**src/rtl/tseq_pkg.sv**
```systemverilog
package tseq_pkg;

  // Field widths of one timetable entry
  localparam int OFS_W = 8;
  localparam int N_OUT = 2;
  localparam int CH_W  = (N_OUT > 1) ? $clog2(N_OUT) : 1;
  localparam int N_EVT = 5;

  typedef struct packed {
    logic [OFS_W-1:0] ofs;  // cycles after trigger, must be >= 1
    logic [CH_W-1:0]  ch;   // output bit index
    logic             val;  // value written
  } evt_t;

  // Timetable: later entries win when offset and bit coincide
  localparam evt_t SCHED [N_EVT] = '{
    '{ofs: 8'd1,  ch: 1'd0, val: 1'b1},
    '{ofs: 8'd5,  ch: 1'd0, val: 1'b1},
    '{ofs: 8'd7,  ch: 1'd0, val: 1'b0},
    '{ofs: 8'd10, ch: 1'd1, val: 1'b1},
    '{ofs: 8'd11, ch: 1'd1, val: 1'b0}
  };

  function automatic int max_ofs();
    int m;
    m = 1;
    for (int i = 0; i < N_EVT; i++) begin
      if (int'(SCHED[i].ofs) > m) m = int'(SCHED[i].ofs);
    end
    return m;
  endfunction

  localparam int LAST_OFS = max_ofs();
  localparam int CNT_W    = $clog2(LAST_OFS + 1);

endpackage

```
**src/rtl/tseq_timer.sv**
```systemverilog
module tseq_timer
  import tseq_pkg::*;
#(
  parameter int LAST = LAST_OFS,
  parameter int CW   = CNT_W
) (
  input  logic          clk_i,
  input  logic          rst_i,
  input  logic          trig_i,
  output logic [CW-1:0] cnt_o,
  output logic          run_o
);

  localparam logic [CW-1:0] LAST_C = CW'(LAST);

  logic [CW-1:0] cnt_q;
  logic          run_q;

  always_ff @(posedge clk_i) begin
    if (rst_i) begin
      cnt_q <= '0;
      run_q <= 1'b0;
    end else if (!run_q) begin
      if (trig_i) begin
        cnt_q <= CW'(1);
        run_q <= 1'b1;
      end
    end else if (cnt_q == LAST_C) begin
      cnt_q <= '0;
      run_q <= 1'b0;
    end else begin
      cnt_q <= cnt_q + CW'(1);
    end
  end

  assign cnt_o = cnt_q;
  assign run_o = run_q;

endmodule

```
**src/rtl/tseq_match.sv**
```systemverilog
module tseq_match
  import tseq_pkg::*;
#(
  parameter int NE = N_EVT,
  parameter int CW = CNT_W
) (
  input  logic [CW-1:0] cnt_i,
  input  logic          run_i,
  output logic [NE-1:0] hit_o
);

  logic [OFS_W-1:0] cnt_ext;
  assign cnt_ext = {{(OFS_W-CW){1'b0}}, cnt_i};

  for (genvar e = 0; e < NE; e++) begin : g_evt
    assign hit_o[e] = run_i && (cnt_ext == SCHED[e].ofs);
  end

endmodule

```
**src/rtl/tseq_outbank.sv**
```systemverilog
module tseq_outbank
  import tseq_pkg::*;
#(
  parameter int NE = N_EVT,
  parameter int NO = N_OUT
) (
  input  logic          clk_i,
  input  logic          rst_i,
  input  logic [NE-1:0] hit_i,
  output logic [NO-1:0] q_o
);

  for (genvar c = 0; c < NO; c++) begin : g_out
    logic q_q, q_d;

    always_comb begin
      q_d = q_q;
      for (int e = 0; e < NE; e++) begin
        if (hit_i[e] && (SCHED[e].ch == CH_W'(c))) q_d = SCHED[e].val;
      end
    end

    always_ff @(posedge clk_i) begin
      if (rst_i) q_q <= 1'b0;
      else       q_q <= q_d;
    end

    assign q_o[c] = q_q;
  end

endmodule

```
**src/rtl/tseq_top.sv**
```systemverilog
module tseq_top
  import tseq_pkg::*;
#(
  parameter int NO = N_OUT
) (
  input  logic          clk_i,
  input  logic          rst_i,
  input  logic          trig_i,
  output logic [NO-1:0] ctrl_o
);

  logic [CNT_W-1:0] cnt;
  logic             running;
  logic [N_EVT-1:0] hit;

  tseq_timer #(.LAST(LAST_OFS), .CW(CNT_W)) u_timer (
    .clk_i (clk_i),
    .rst_i (rst_i),
    .trig_i(trig_i),
    .cnt_o (cnt),
    .run_o (running)
  );

  tseq_match #(.NE(N_EVT), .CW(CNT_W)) u_match (
    .cnt_i(cnt),
    .run_i(running),
    .hit_o(hit)
  );

  tseq_outbank #(.NE(N_EVT), .NO(NO)) u_out (
    .clk_i(clk_i),
    .rst_i(rst_i),
    .hit_i(hit),
    .q_o  (ctrl_o)
  );

endmodule

```
**config.mk**
```make
export PLATFORM = sky130hd
export DESIGN_NAME = tseq_top
export DESIGN_NICKNAME = d
export VERILOG_FILES = /design/src/rtl/tseq_pkg.sv /design/src/rtl/tseq_timer.sv /design/src/rtl/tseq_match.sv /design/src/rtl/tseq_outbank.sv /design/src/rtl/tseq_top.sv
export SDC_FILE = /design/constraint.sdc
export NUM_CORES = 1
export LEC_CHECK = 0
export ABC_CLOCK_PERIOD_IN_PS = 1250
export BUFFER_PORTS_ARGS = -buffer_cell sky130_fd_sc_hd__buf_2
export CAP_MARGIN = 20
export CELL_PAD_IN_SITES_DETAIL_PLACEMENT = 1
export CELL_PAD_IN_SITES_GLOBAL_PLACEMENT = 1
export CORE_AREA = 8 8 45 47
export DETAILED_ROUTE_END_ITERATION = 8
export DIE_AREA = 0 0 53 55
export PLACE_DENSITY_LB_ADDON = 0.1
export SETUP_SLACK_MARGIN = 0.05
export SLEW_MARGIN = 25
export SYNTH_ARGS = -nofsm -noshare
export SYNTH_HDL_FRONTEND = slang
export SYNTH_SLANG_ARGS = --single-unit
```
**constraint.sdc**
```tcl
create_clock -name clk_i -period 1.25 [get_ports clk_i]
set_input_delay 0.0625 -clock clk_i [delete_from_list [all_inputs] [get_ports clk_i]]
set_output_delay 0.0625 -clock clk_i [all_outputs]
set_load 0.01 [all_outputs]
```
---- Yosys cells after proc, flatten, opt, wreduce, memory -nomap -nowiden ----
Cells that the tools add are included.
cells by class
  add/subtract/negate cells ............... 1
  eq/ne operators ......................... 5
  multiplexer cells ....................... 8
  reductions and logical operators ........ 9
operators with widths
  operator                                       count
  two-way mux 4 bit                              3
  == test 4 x 3 -> 1 bit, second input constant  2
  == test 4 bit, second input constant           2
  logical AND 1 bit                              5
  two-way mux 1 bit                              5
  adder 4 x 1 -> 4 bit, second input constant    1
  == test 4 x 1 -> 1 bit, second input constant  1
  nonzero test 2 bit                             2
  OR reduction 2 bit                             2
word-level totals
  flip-flop bits (word level) ............. 7
  bits of input ports ..................... 3
  output and inout bits ................... 2

---- Depth between registers and ports, before layout ----
  word-level depth ........................ 4
  gate-level depth with buffers ........... 5
  depth with buffers taken out ............ 5

---- Hierarchy ----
Synthesis repeated with hierarchy kept, for this count alone.
unflattened totals
  cell total of the unflattened synthesis .. 44
  area, all modules ....................... 384.1 um^2
by module, submodules not included
  module        times used  cells each  area an instance (um^2)  seq. area each (um^2)
  tseq_timer    1           27          249.0                    100.1
  tseq_outbank  1           8           78.8                     40.0
  tseq_match    1           9           56.3                     0.0

---- Worst setup path after synthesis ----
Ideal clock, no wire load.
  kind .................................... register -> register
  from .................................... reg u_timer.cnt_q[0] (netlist: u_timer.cnt_o[0])
  to ...................................... reg u_timer.cnt_q[1] (netlist: u_timer.cnt_o[1])
  library setup time ...................... 64 ps
  data arrival time ....................... 1005 ps
  data required time ...................... 1186 ps
  path slack .............................. 181 ps
  cell stages (with the launch flop) ...... 6
  period minus slack after synthesis ...... 1069 ps
  path through ............................ dfxtp_1 -> inv_1 -> ha_1 -> nand2b_1 -> o31a_1 -> nor2_1
on the way
  longest elaborated chain between the ends .. 3
RTL lines
  what                                                          line                                source
  start: declaration                                            tseq_timer.sv:16                    logic [CW-1:0] cnt_q;
  start signal: assignment                                      tseq_timer.sv:32                    cnt_q <= cnt_q + CW'(1);
  adder 4 x 1 -> 4 bit / == test 4 bit (equally long branches)  tseq_timer.sv:32, tseq_timer.sv:28
  two-way mux 4 bit (*)                                         tseq_timer.sv:28                    end else if (cnt_q == LAST_C) begin
  two-way mux 4 bit (*)                                         tseq_timer.sv:23                    end else if (!run_q) begin
Every way passes the cells marked *; elsewhere a longest branch is shown, timed or not.
A chain may end at the register's enable or synchronous reset.

---- Final worst setup path ----
Ends and elaborated chain as after synthesis.

==> impl_results.md <==
* Outcome: complete, no violations
* Cell taking the most area after synthesis: dfxtp_1
* Via density at 4.69
* Final setup fails at 0
* Grt ovf at 0
* Most common cell after layout, fill and taps aside: dfxtp_1
* Buffers on Ports at 4
* Die Wd at 53 µm
* Rows at 14
* Reg2Reg Setup Slack at 0.12 ns
* DRC errors left at 0
* Pin count of the biggest net entering global routing at 9
* Yosys top cell area share at 38.4%
* HP Class: input pin to flop
* Reg-to-Reg End: u_timer.cnt_o[1]
* Critical-path maximum fanout at 6
* Core outline area at 0.00138 mm²
* Post-synthesis compound-gate area fraction at 20.5%
* Setup slack after placement at 0.0739 ns
* Crit path launch type: flop
* CP peak stage delay at 0.39 ns
* Worst Hold Path EP: u_timer.cnt_o[1]
* Fin crit period at 1.13 ns
* Hold_sp: rst_i
* Mapped Nets at 46
* Pleak at 0.174 nW
* Crit Path Category: flop to flop
* Delay-heaviest family, CP: flip-flops
* Max_slew headroom at 84.4%
* Io pins at 5
* XOR/XNOR share of the synthesized area at 2.40%
* Max-slew violations at 0
* CP max stage cell: dfxtp_2
* Clock Path Buffers at 2
* Most frequent cells in the layout: 6 x dfxtp_1, 5 x inv_1, 5 x nor2_1
* Clock sink count at 7
* Pwr Density at 1210 mW/mm²
* Avg WL per Cell at 12.8 µm
* DIE HEIGHT at 55 µm
* Antenna viol nets, final at 0
* Die ar. at 0.00292 mm²
* Buf+Inv Stages, Crit Path at 1
* CP arrival at 1.32 ns
* Simple-Gate Fraction of Synth Area at 16.1%
* Cts bufs inserted at 3
* Antenna cell count at 0
* Drt pass-1 iters at 4
* #FFs+latches synth at 7
* Mapped Area at 365 µm²
* Design Power at 0.509 mW
* First-pass GRT wire length at 1.30 mm
* Post-Synth Adder-Cell Area at 10.3%
* Post-Syn Area per Cell at 9.13 µm²
* Initial drt markers at 7
* Worst slew pin tran at 0.234 ns
* CTS H-tree lvls at 1
* Final hold viol count at 0
* Syn Inst Count at 40
* Worst reg2reg path startpoint: u_timer.cnt_o[0]
* CP cell instances: inv_1 -> ha_1 -> nand2b_1 -> o31a_1 -> nor2_1
* R2R depth at 5
* Layout Skew at 0.00724 ns
* Global Route Usage Sum at 6.45%
* Root Driver: clkbuf_4
* Initial antenna violation count at 0
* Sequential share of the synthesized area at 38.4%
* Top cells by area, synth: dfxtp_1 38%, ha_1 10%, inv_1 5.1%, nor2_1 5.1%, and3b_1 4.8%
* Setup ws final at 0.123 ns
* Hold depth at 2
* Hold_ws at 0.0693 ns
* Critical Path End Type: flop
* Setup_tns at 0 ns
* Worst skew pair latency at 0.25 ns
* Final wirelength at 795 µm
* Period utilization at 90.2%
* DR vias at 291
* Nets@finish at 53
* Clk slew on worst S/H paths at 0.06 ns
* RSZ-0062 raised after global routing: no
* Synthesis Warnings at 0
* Vias in the first global route at 302
* Share of post-route cells with drive strength above 1 at 23.9%
* Largest family of logic cells by synthesized area: compound AO/OA/AOI/OAI gates
* GP Congestion at 0.798
* Cell variety after synth at 19
* Max frequency at 0.887 GHz
* CTS tree: built
* Max-Cap Viols at 0
* Initial core utilization at 26.4%
* Post-detail-place hpwl at 608 µm
* P&R area growth vs syn at 15.4%
* WP data required at 1.44 ns
* Maximum VDD drop at 0.585 mV
* Mux cell area share after synthesis at 0%
-- kinds of logic (layout without fill, tap and decap cells) --
| logic type | Yosys count | count (layout) |
|---|---|---|
| AOI/OAI and AO/OA | 10 | 10 |
| xor gates and xnor gates | 1 | 1 |
| adders and majority gates | 3 | 3 |
| buffers and inverters | 8 | 14 |
| DFF | 7 | 7 |
| and+or+nand+nor | 11 | 11 |
-- worst max-delay path by stage --
stage | from | end | slack (ns) | cells past startpoint
after floorplan | u_timer.cnt_o[0] | u_timer.cnt_o[1] | 0.18 | 5
after global placement | u_timer.cnt_o[0] | u_timer.cnt_o[2] | 0.11 | 4
after detailed placement | u_timer.cnt_o[0] | u_timer.cnt_o[1] | 0.07 | 5
after CTS | u_timer.cnt_o[0] | u_timer.cnt_o[1] | 0.05 | 5
after global routing | u_timer.cnt_o[1] | u_timer.cnt_o[3] | 0.05 | 4
final | u_timer.cnt_o[0] | u_timer.cnt_o[1] | 0.12 | 5
-- layout make-up --
type | count | area [µm²]
repair buffers | 5 | 27.5
clock buffers | 4 | 26.3
fillers | 181 | 962
multi-input cells | 25 | 188
inverters | 5 | 18.8
well taps | 16 | 20.0
flip-flops and latches | 7 | 141
-- sequential cells by signal, summed over array words and instances (netlist names) --
signal	count
u_out.g_out.q_q	2
u_timer.cnt_o	4
u_timer.run_o	1
-- Yosys cell counts --
cell type and n:
a211oi_1 2, a211oi_2 1, a21o_1 1, a21oi_1 2, a31oi_1 2, and3b_1 2
buf_4 2, buf_6 1, dfxtp_1 7, ha_1 3, inv_1 5, nand2_1 1
nand2b_1 1, nand3b_1 1, nor2_1 5, nor3_1 1, o31a_1 1, o32ai_1 1
xnor2_1 1
-- timing repair --
action | in CTS | in global routing
setup endpoints to repair | 0 | 4
hold buffers | 0 | 0
resized for setup | 0 | 2
setup buffers | 0 | 0
-- through the flow --
stage                     cells  util, %  instance area, µm²
after global placement       58     27.9                 387
after detailed placement     58     27.9                 387
after global routing         62     30.5                 422
final                        62     30.5                 422
after floorplan              40        -                 365
after CTS                    62     29.8                 413
-- per-layer routing --
metal  track usage [%]  up-vias  share of wire [%]
met5                 0        -                  0
met3              3.21        0                5.9
met1              6.69      139                 50
met2              9.18        4                 44
met4              6.47        0                  0
li1                  -      148                  -
-- where the power goes --
part	total (mW)	internal, mW	leakage [nW]	switching (mW)
logic	0.0529	0.0249	0.101	0.0280
clock network	0.210	0.122	0.0150	0.0876
registers	0.247	0.234	0.0574	0.0130
Power figures use the tool's default switching activity.
